==> src/rtl/cc_pkg.sv <==
package cc_pkg;

    localparam int RUNIN_SLOTS = 7;
    localparam int FRAME_SLOTS = 3;
    localparam int CHAR_SLOTS  = 8;
    localparam int DATA_SLOTS  = 2 * CHAR_SLOTS;
    localparam int TOTAL_SLOTS = RUNIN_SLOTS + FRAME_SLOTS + DATA_SLOTS;
    localparam int SLOT_W      = $clog2(TOTAL_SLOTS);
    localparam int FIELDS      = 2;

    // start pattern levels, index 0 is sent first
    localparam logic [FRAME_SLOTS-1:0] FRAME_PAT = 3'b100;

    typedef logic [SLOT_W-1:0] slot_t;

    localparam slot_t FRAME_FIRST = slot_t'(RUNIN_SLOTS);
    localparam slot_t DATA_FIRST  = slot_t'(RUNIN_SLOTS + FRAME_SLOTS);
    localparam slot_t SECOND_FIRST = slot_t'(RUNIN_SLOTS + FRAME_SLOTS + CHAR_SLOTS);
    localparam slot_t SLOT_LAST   = slot_t'(TOTAL_SLOTS - 1);

    typedef enum logic [1:0] {
        SEG_RUNIN,
        SEG_FRAME,
        SEG_DATA
    } seg_e;

    typedef struct packed {
        logic [6:0] second;
        logic [6:0] first;
    } cc_pair_t;

    function automatic logic odd_fill(input logic [6:0] d);
        return ~(^d);
    endfunction

    function automatic seg_e seg_of(input slot_t s);
        if (s < FRAME_FIRST)
            return SEG_RUNIN;
        else if (s < DATA_FIRST)
            return SEG_FRAME;
        else
            return SEG_DATA;
    endfunction

endpackage

==> src/rtl/cc_byte_regs.sv <==
module cc_byte_regs
    import cc_pkg::*;
(
    input  logic       clk,
    input  logic       rst,
    input  logic       wr_en,
    input  logic [1:0] wr_addr,
    input  logic [7:0] wr_data,
    input  logic       snap_en,
    input  logic       snap_fld,
    output cc_pair_t   snap_q
);

    cc_pair_t stage_w [FIELDS];

    logic unused_msb;
    assign unused_msb = wr_data[7];

    generate
        for (genvar f = 0; f < FIELDS; f++) begin : g_fld
            cc_pair_t st_q;
            always_ff @(posedge clk) begin
                if (rst) begin
                    st_q <= '0;
                end else if (wr_en && (wr_addr[1] == 1'(f))) begin
                    if (wr_addr[0])
                        st_q.second <= wr_data[6:0];
                    else
                        st_q.first <= wr_data[6:0];
                end
            end
            assign stage_w[f] = st_q;
        end
    endgenerate

    // snapshot reads the staged value from before any same-cycle write
    always_ff @(posedge clk) begin
        if (rst)
            snap_q <= '0;
        else if (snap_en)
            snap_q <= stage_w[snap_fld];
    end

endmodule

==> src/rtl/cc_bit_timer.sv <==
module cc_bit_timer
    import cc_pkg::*;
#(
    parameter int LINE_SAMPLES  = 1716,
    parameter int BITS_PER_LINE = 32,
    parameter int ACC_W         = 11
) (
    input  logic             clk,
    input  logic             rst,
    input  logic             start,
    output logic             active_q,
    output slot_t            slot_q,
    output logic [ACC_W-1:0] acc_q
);

    localparam logic [ACC_W:0] LEN  = (ACC_W+1)'(LINE_SAMPLES);
    localparam logic [ACC_W:0] STEP = (ACC_W+1)'(BITS_PER_LINE);

    logic [ACC_W:0] sum;
    logic           wrap;

    assign sum  = {1'b0, acc_q} + STEP;
    assign wrap = (sum >= LEN);

    always_ff @(posedge clk) begin
        if (rst) begin
            active_q <= 1'b0;
            slot_q   <= '0;
            acc_q    <= '0;
        end else if (start) begin
            active_q <= 1'b1;
            slot_q   <= '0;
            acc_q    <= '0;
        end else if (active_q) begin
            if (wrap) begin
                acc_q <= ACC_W'(sum - LEN);
                if (slot_q == SLOT_LAST)
                    active_q <= 1'b0;
                else
                    slot_q <= slot_q + 1'b1;
            end else begin
                acc_q <= ACC_W'(sum);
            end
        end
    end

endmodule

==> src/rtl/cc_wave_gen.sv <==
module cc_wave_gen
    import cc_pkg::*;
#(
    parameter int LINE_SAMPLES = 1716,
    parameter int ACC_W        = 11
) (
    input  logic             active,
    input  slot_t            slot,
    input  logic [ACC_W-1:0] acc,
    input  cc_pair_t         pair,
    output logic             out_pass,
    output logic             out_hi
);

    localparam logic [ACC_W-1:0] HALF = ACC_W'(LINE_SAMPLES / 2);

    logic [6:0] chr;
    logic [2:0] bit_idx;
    logic [1:0] frm_idx;
    logic       lvl;

    always_comb begin
        chr     = (slot >= SECOND_FIRST) ? pair.second : pair.first;
        bit_idx = 3'(slot - DATA_FIRST);
        frm_idx = 2'(slot - FRAME_FIRST);
        unique case (seg_of(slot))
            SEG_RUNIN: lvl = (acc < HALF);
            SEG_FRAME: lvl = FRAME_PAT[frm_idx];
            default:   lvl = (bit_idx == 3'd7) ? odd_fill(chr) : chr[bit_idx];
        endcase
        out_pass = ~active;
        out_hi   = active & lvl;
    end

endmodule

==> src/rtl/cc_line21_enc.sv <==
module cc_line21_enc
    import cc_pkg::*;
#(
    parameter int LINE_W        = 10,
    parameter int SAMPLE_W      = 11,
    parameter int SEL_W         = 3,
    parameter int BASE_LINE     = 21,
    parameter int START_SAMPLE  = 280,
    parameter int LINE_SAMPLES  = 1716,
    parameter int BITS_PER_LINE = 32
) (
    input  logic                clk,
    input  logic                rst,
    input  logic [LINE_W-1:0]   line_idx,
    input  logic [SAMPLE_W-1:0] sample_idx,
    input  logic                field_sel,
    input  logic [SEL_W-1:0]    line_sel,
    input  logic                wr_en,
    input  logic [1:0]          wr_addr,
    input  logic [7:0]          wr_data,
    output logic                out_pass,
    output logic                out_hi
);

    localparam int ACC_W = $clog2(LINE_SAMPLES);

    logic [LINE_W-1:0] tgt_line;
    logic              start_w;
    logic              active_w;
    slot_t             slot_w;
    logic [ACC_W-1:0]  acc_w;
    cc_pair_t          pair_w;

    assign tgt_line = LINE_W'(BASE_LINE) + LINE_W'(line_sel);
    assign start_w  = (line_idx == tgt_line) &&
                      (sample_idx == SAMPLE_W'(START_SAMPLE));

    cc_byte_regs u_regs (
        .clk      (clk),
        .rst      (rst),
        .wr_en    (wr_en),
        .wr_addr  (wr_addr),
        .wr_data  (wr_data),
        .snap_en  (start_w),
        .snap_fld (field_sel),
        .snap_q   (pair_w)
    );

    cc_bit_timer #(
        .LINE_SAMPLES  (LINE_SAMPLES),
        .BITS_PER_LINE (BITS_PER_LINE),
        .ACC_W         (ACC_W)
    ) u_timer (
        .clk      (clk),
        .rst      (rst),
        .start    (start_w),
        .active_q (active_w),
        .slot_q   (slot_w),
        .acc_q    (acc_w)
    );

    cc_wave_gen #(
        .LINE_SAMPLES (LINE_SAMPLES),
        .ACC_W        (ACC_W)
    ) u_wave (
        .active   (active_w),
        .slot     (slot_w),
        .acc      (acc_w),
        .pair     (pair_w),
        .out_pass (out_pass),
        .out_hi   (out_hi)
    );

endmodule

==> config.mk <==
export PLATFORM = sky130hd
export DESIGN_NAME = cc_line21_enc
export DESIGN_NICKNAME = d
export VERILOG_FILES = /design/src/rtl/cc_pkg.sv /design/src/rtl/cc_byte_regs.sv /design/src/rtl/cc_bit_timer.sv /design/src/rtl/cc_wave_gen.sv /design/src/rtl/cc_line21_enc.sv
export SDC_FILE = /design/constraint.sdc
export NUM_CORES = 1
export LEC_CHECK = 0
export ABC_AREA = 1
export BUFFER_PORTS_ARGS = -buffer_cell sky130_fd_sc_hd__buf_4
export CAP_MARGIN = 0
export CORE_UTILIZATION = 45
export CTS_BUF_LIST = sky130_fd_sc_hd__clkbuf_4
export CTS_CLUSTER_SIZE = 20
export DETAILED_ROUTE_END_ITERATION = 10
export PLACE_DENSITY_LB_ADDON = 0.12
export SLEW_MARGIN = 10
export SYNTH_ARGS = -nofsm -noshare
export SYNTH_HDL_FRONTEND = slang
export SYNTH_SLANG_ARGS = --single-unit
export TNS_END_PERCENT = 50
==> constraint.sdc <==
create_clock -name clk -period 2.7 [get_ports clk]
set_input_delay 0.54 -clock clk [delete_from_list [all_inputs] [get_ports clk]]
set_output_delay 0.54 -clock clk [all_outputs]
set_load 0.02 [all_outputs]
-- Word level (Yosys, flattened, before mapping)
Cells that the tools add are included.
- reductions and logical operators: 11
- add/sub/neg operators: 6
- magnitude comparators: 8
- bitwise operators: 7
- equal/unequal tests: 5
- multiplexer cells: 17
- operators by type and width (cell ; count):
    $mux 14 ; 3
    $add 11x6->12 const B ; 1
    $ge 12x11->1 const B ; 1
    $eq 11x9->1 const B ; 1
    $lt 11x10->1 const B ; 1
    $mux 11 ; 1
    $sub 11x11->11 const B ; 1
    $eq 10x6->1 ; 1
    $reduce_and 2->1 ; 4
    $mux 1 ; 7
    $mux 7 ; 1
    $reduce_xor 7->1 ; 1
    $add 5x3->6 const A ; 1
    $add 5x1->5 const B ; 1
    $eq 5x5->1 const B ; 1
    $ge 5x5->1 const B ; 1
    $lt 5x3->1 const B ; 1
    $lt 5x4->1 const B ; 1
    $not 1->1 ; 5
    $lt 3x4->1 const B ; 1
    $mux 2 ; 2
    $bmux 1 s3 ; 1
    $eq 3x3->1 const B ; 1
    $logic_and 1x1->1 ; 3
    12 further kinds ; 12
- word-level logic and storage cells: 63
- bits in registers: 59

-- Depth between registers and ports, before layout
- word-level depth: 7
- depth in mapped cells: 17
- gate-level depth less buffers: 16

-- By module
Synthesis repeated with hierarchy kept, for this count alone.
- cells, all modules: 625
- area total of the unflattened synthesis: 3833.7 um^2
- modules (own cells, without submodules) (module ; area an instance (um^2) ; cells an instance ; sequential area each (um^2) ; times used):
    cc_byte_regs ; 1921.8 ; 289 ; 840.8 ; 1
    cc_bit_timer ; 1042.2 ; 164 ; 300.3 ; 1
    cc_wave_gen ; 679.4 ; 128 ; 0.0 ; 1
    cc_line21_enc ; 190.2 ; 44 ; 0.0 ; 1

-- Worst setup path after synthesis
Ideal clock, no wire load.
- path type: register to output
- from: register u_timer.slot_q[1]
- to: output out_hi
- setup slack: 0.169 ns
- data required time: 2.160 ns
- stages on the path, launching flop included: 15
- path buffers: 1
- arrival time: 1.991 ns
- path through: dfxtp_1 inv_1 ha_1 inv_1 nor2_1 nand2_2 nand2_1 buf_4 nand2_1 nand2_1 o21ai_0 nand3_1 a21oi_1 nand2_1 a21oi_1
- cells in the longest elaborated chain, start to end: 7
- elaborated cells on any way between the ends: 20
- classes of those cells: add/sub (2); order compare (3); eq/ne (2); mux (9); bitwise (2); reduce/logical (2)
- RTL lines (what ; line ; RTL):
    from (decl) ; cc_bit_timer.sv:12 ; output slot_t slot_q,
    from (signal assigned) ; cc_bit_timer.sv:40 ; slot_q <= slot_q + 1'b1;
    $ge 5x5->1 ; cc_wave_gen.sv:23 ; chr = (slot >= SECOND_FIRST) ? pair.second : pair.first;
    $mux 7 ; cc_wave_gen.sv:23 ;
    $bmux 1 s3 / $reduce_xor 7->1 (equally long branches) ; cc_wave_gen.sv:29, cc_pkg.sv:33 ;
    $mux 1 (not written as such) / $not 1->1 (equally long branches) ; cc_wave_gen.sv:29, cc_pkg.sv:33 ;
    $mux 1 ; cc_wave_gen.sv:29 ; default: lvl = (bit_idx == 3'd7) ? odd_fill(chr) : chr[bit_idx];
    $pmux 1 s2 * ; cc_wave_gen.sv:26 ; unique case (seg_of(slot))
    $and 1x1->1 * ; cc_wave_gen.sv:32 ; out_hi = active & lvl;
    to (decl) ; cc_line21_enc.sv:22 ; output logic out_hi
Mark *: on every way between the ends. The rest lies on a longest branch, timed or not. The select of a mux whose other input is x is not followed.

-- Worst setup path in the final report
- from: register u_timer.slot_q[0]
- to: output out_hi
- elaborated cells on any way between the ends: 20
- classes of those cells: add/sub (2); order compare (3); eq/ne (2); mux (9); bitwise (2); reduce/logical (2)
- RTL lines (what ; line ; RTL):
    $sub 2x2->2 ; cc_wave_gen.sv:25 ; frm_idx = 2'(slot - FRAME_FIRST);
    via u_wave.frm_idx[0] ; cc_wave_gen.sv:19 ; logic [1:0] frm_idx;
    $bmux 1 s2 ; cc_wave_gen.sv:28 ; SEG_FRAME: lvl = FRAME_PAT[frm_idx];
    $mux 1 (not written as such) ; cc_wave_gen.sv:28 ;
    $pmux 1 s2 ; cc_wave_gen.sv:26 ;
    $and 1x1->1 ; cc_wave_gen.sv:32 ;
The timed path passes the listed nets, and every way through them passes these cells. The select of a mux whose other input is x is not followed.

==> key figures <==
Run status
  – Result of the run: complete, but fails checks
  – Violated checks: negative setup slack

Critical path
  – Required @ worst endpoint: 2160 ps
  – Launch point of the worst reg-to-reg path: u_timer.acc_q[5]$_SDFFE_PP0P_
  – Buf+Inv Stages, Crit Path: 3
  – Arrival time reported for the critical path endpoint: ~2200 ps
  – R2r worst-path depth: 13
  – Startpoint type of the worst setup path: flip-flop
  – Register-to-register path setup slack: 620 ps
  – Endpoint of the worst-slack reg-to-reg timing path: u_timer.slot_q[1]$_SDFFE_PP0P_
  – Worst-path maximum fanout: 7
  – Worst stage delay on the critical path: approximately 330 ps
  – Cell family with most CP delay: simple AND/OR/NAND/NOR gates
  – CP Class: reg2out
  – Cell Chain, Critical Path: inv_1 > ha_4 > nand2_2 > nand2_4 > buf_6 > nand3_2 > nand2_2 > nand2_1 > nand2_1 > nand2_1 > nand2_1 > nand2_1 > nand3_1 > nand2_1 > a21oi_1 > buf_4
  – Most common cell type on the critical path: nand2_1
  – Category of the worst setup path capture point: output pin
  – Critical-path cell with the highest stage delay: dfxtp_1

Placed design
  – I/O Buffers: 38
  – Global placer's final weighted congestion: 0.8449
  – HPWL after detailed placement: 5.050 mm
  – Instance area at placement: 3650 µm²

STA
  – Number of endpoints with negative hold slack in the final report: 0
  – Slew at the pin with the worst max-slew slack: 523.6 ps
  – Aggregate negative setup slack: -84.56 ps
  – Max Slew Vio Count: 0
  – Max-Slew Margin vs Limit: 65.00%
  – Worst clock skew on the final layout: 20.52 ps
  – Unrepaired setup endpoints after global routing: yes
  – Ratio of final minimum period to clock period: 103.1%
  – Highest clock rate: 359.1 MHz
  – Shortest clock period the worst path allows after layout: between 2000 and 3000 ps
  – Endpoints failing setup: 1
  – Final setup margin: -84.56 ps

Yosys
  – Syn Std Cell Area: 3273 µm²
  – Sequential-to-total area share from yosys stat: 34.86%
  – Fraction of post-synthesis cell area in the top cell type by area: 34.86%
  – Combinational family with the most area after synthesis: simple AND/OR/NAND/NOR gates
  – Post-synthesis net count: 537
  – Synth Area in XOR/XNOR: 4.702%
  – Average cell area after synthesis: slightly below 7 µm²
  – Most common cell in the netlist: nand2_1
  – Cell types occupying the most area after synthesis: dfxtp_1, nand2_1, o21ai_0
  – Leading area contributor after synthesis: dfxtp_1
  – Number of warnings issued by yosys: 0
  – Flops & latches, synth: 57
  – Commonest cells in the synthesized netlist: nand2_1, inv_1, o21ai_0
  – Multiplexer share of the synthesized area: 0%
  – Distinct cells, synth: 28
  – Async SR Flop Fraction: 0%
  – Adder and majority cell fraction of the synthesized area: 4.587%
  – Most used DFF post-synth: dfxtp_1
  – Post-Syn Instances: 487
  – Post-synthesis simple-gate area fraction: 25.57%
  – Compound-Gate Fraction of Synth Area: between 15 and 20%
  – Number of enable flip-flop cells after synthesis: 0

Floorplanning
  – Starting density of the core: 47.39%
  – IO Count: 40
  – Number of standard-cell rows in the floorplan: 30
  – Total Die Area: 7619 µm²
  – Die Ht: 87.29 µm
  – Area of the core: slightly below 7000 µm²
  – Width of the chip: roughly 87 µm

Routing
  – Post-route antenna net violation count: 0
  – Detailed router's first-iteration violation count: about 140
  – Total DRC errors in the routed layout: 0
  – Aggregate routed wire length: 7.332 mm
  – First-pass DRT Iterations: 4
  – Average wire length per cell after detail routing: 11.56 µm
  – Routed vias/inst: 4.838
  – Total via count in the routed design: 3067

Clocking
  – Max clock buf depth: 2
  – H-tree levels: 3
  – TritonCTS clock tree: done
  – Worst-path clk slew: 120 ps
  – Root buffer cell: clkbuf_4
  – Latest clock arrival within the worst-skew pair: 410 ps
  – Number of buffers created by CTS: 9
  – # clock sinks: 57

Run
  – Number of violations of the max-capacitance limit: 0

Min path
  – Number of cells traversed by the worst hold path: 2
  – Hold Startpoint: rst
  – Worst min path class: in2reg
  – End point of the worst hold path: u_timer.active_q$_SDFF_PP0_

GRT
  – Met2 Use GR: 33.88%
  – Most Used Layer, Global Route: met2
  – Tot GR Track Use: a little over a fifth
  – Maximum number of pins on one net before global-route repair: 43
  – Fraction of met1 tracks used by global routing: 28.16%
  – Met3 track utilization from global routing: a little under 4%
  – Grt total ovfl: 0
  – Global-route wire length before repair: around 13 mm
  – Antenna violations before repair: 0
  – Via count of the first global-routing pass: 2798

Finish
  – Final non-filler cell area: 4034 µm²
  – Layout overhead on the synthesized area: 23.24%
  – Fraction of final layout cells sized beyond drive strength 1: 20.82%
  – Nets@finish: 583
  – Number of antenna cells inserted: 0
  – Final design utilization: 58.41%

Power
  – P_leak: 1.708 nW
  – Peak VDD IR: 0.2474 mV
  – Total power divided by cell area: roughly 460 nW/µm²
[worst register-to-register path, stage by stage (launching register included)]
cell,delay [ps]
dfxtp_1,430
ha_1,260
nand2_1,70
inv_1,80
nand2_1,80
xor2_2,220
nand4_1,130
nand2_2,90
nand2_2,60
nand2_4,190
nand3_2,180
nand2_1,100
nand2_1,60
nor2_1,70
[cells in the final DEF, fill, tap and decap left out, types with 2 or more instances in the layout]
cell type / instances
bufinv_16: 3
nor2_1: 30
ha_4: 2
ha_1: 10
inv_6: 2
o211ai_1: 5
dfxtp_1: 55
o21ai_0: 57
nor3b_1: 2
nand3_1: 26
inv_1: 65
nand2_2: 17
clkbuf_4: 9
nand3_2: 8
clkinv_4: 2
xnor2_1: 4
nand2_1: 94
nor4_1: 4
a21oi_1: 54
inv_2: 2
xor2_1: 8
nand2_4: 4
buf_4: 53
nand4_1: 8
buf_6: 2
xor2_2: 2
[power breakdown]
group	internal, mW	leakage, nW	switching (mW)
Clock	0.478	0.101	0.359
Combinational	0.0623	1.14	0.0717
Sequential	0.861	0.464	0.00741
Total	1.40	1.71	0.438
[kinds of logic after synthesis]
group,Yosys count
XOR/XNOR,15
buffers and inverters,89
AO/OA/AOI/OAI,120
AND/OR/NAND/NOR,194
adder cells (fa/ha/maj),12
flip-flops,57
[flip-flops by register name, summed over array words and instances (netlist names)]
register,flops
u_timer.slot_q,5
u_timer.active_q,1
u_regs.snap_q,14
u_regs.g_fld.st_q,28
u_timer.acc_q,9
[per-layer routing]
layer  up-vias  share of wire (%)
li1       1676                  -
met1      1332                 53
met2        51                 43
met3         8                3.1
met4         0                1.2
met5         -                  0
[final cells by class]
type                    count  area, µm²
repair buffers             55      420.4
well taps                  96      120.1
fillers                   698       2873
multi-input cells         342       1897
clock buffers               9      67.56
clock inverters             7      125.1
inverters                  68      257.7
flip-flops and latches     57       1146
[through the flow]
step | std cells | total power, mW | setup WS, ps | hold WS (ps)
4_1_cts | 634 | 1.858 | -90.82 | 268.1
2_1_floorplan | 487 | 0.9573 | 168.8 | 423.9
6_report | 634 | 1.839 | -84.56 | 296.6
5_1_grt | 634 | 1.917 | -220.9 | 275.5
3_5_place_dp | 610 | 1.022 | 67.56 | 436.1
3_3_place_gp | 610 | 1.019 | 104.5 | 432.2
[repair_timing]
item | CTS | global route
pin swaps | 14 | 16
setup endpoints to repair | 1 | 1
hold buffers | 0 | 0
gates resized for setup | 28 | 12
gates cloned | 2 | 0
setup buffers | 6 | 0
[how the worst max path moves through the flow]
stage,from,to,cells after the start
floorplan,u_timer.slot_q[1]$_SDFFE_PP0P_,out_hi,14
global placement,u_timer.slot_q[1]$_SDFFE_PP0P_,out_hi,14
detailed placement,u_timer.slot_q[1]$_SDFFE_PP0P_,out_hi,14
CTS,u_timer.slot_q[1]$_SDFFE_PP0P_,out_hi,16
global route,u_timer.slot_q[2]$_SDFFE_PP0P_,out_hi,17
finish,u_timer.slot_q[0]$_SDFFE_PP0P_,out_hi,16
(Power assumes the default switching activity.)
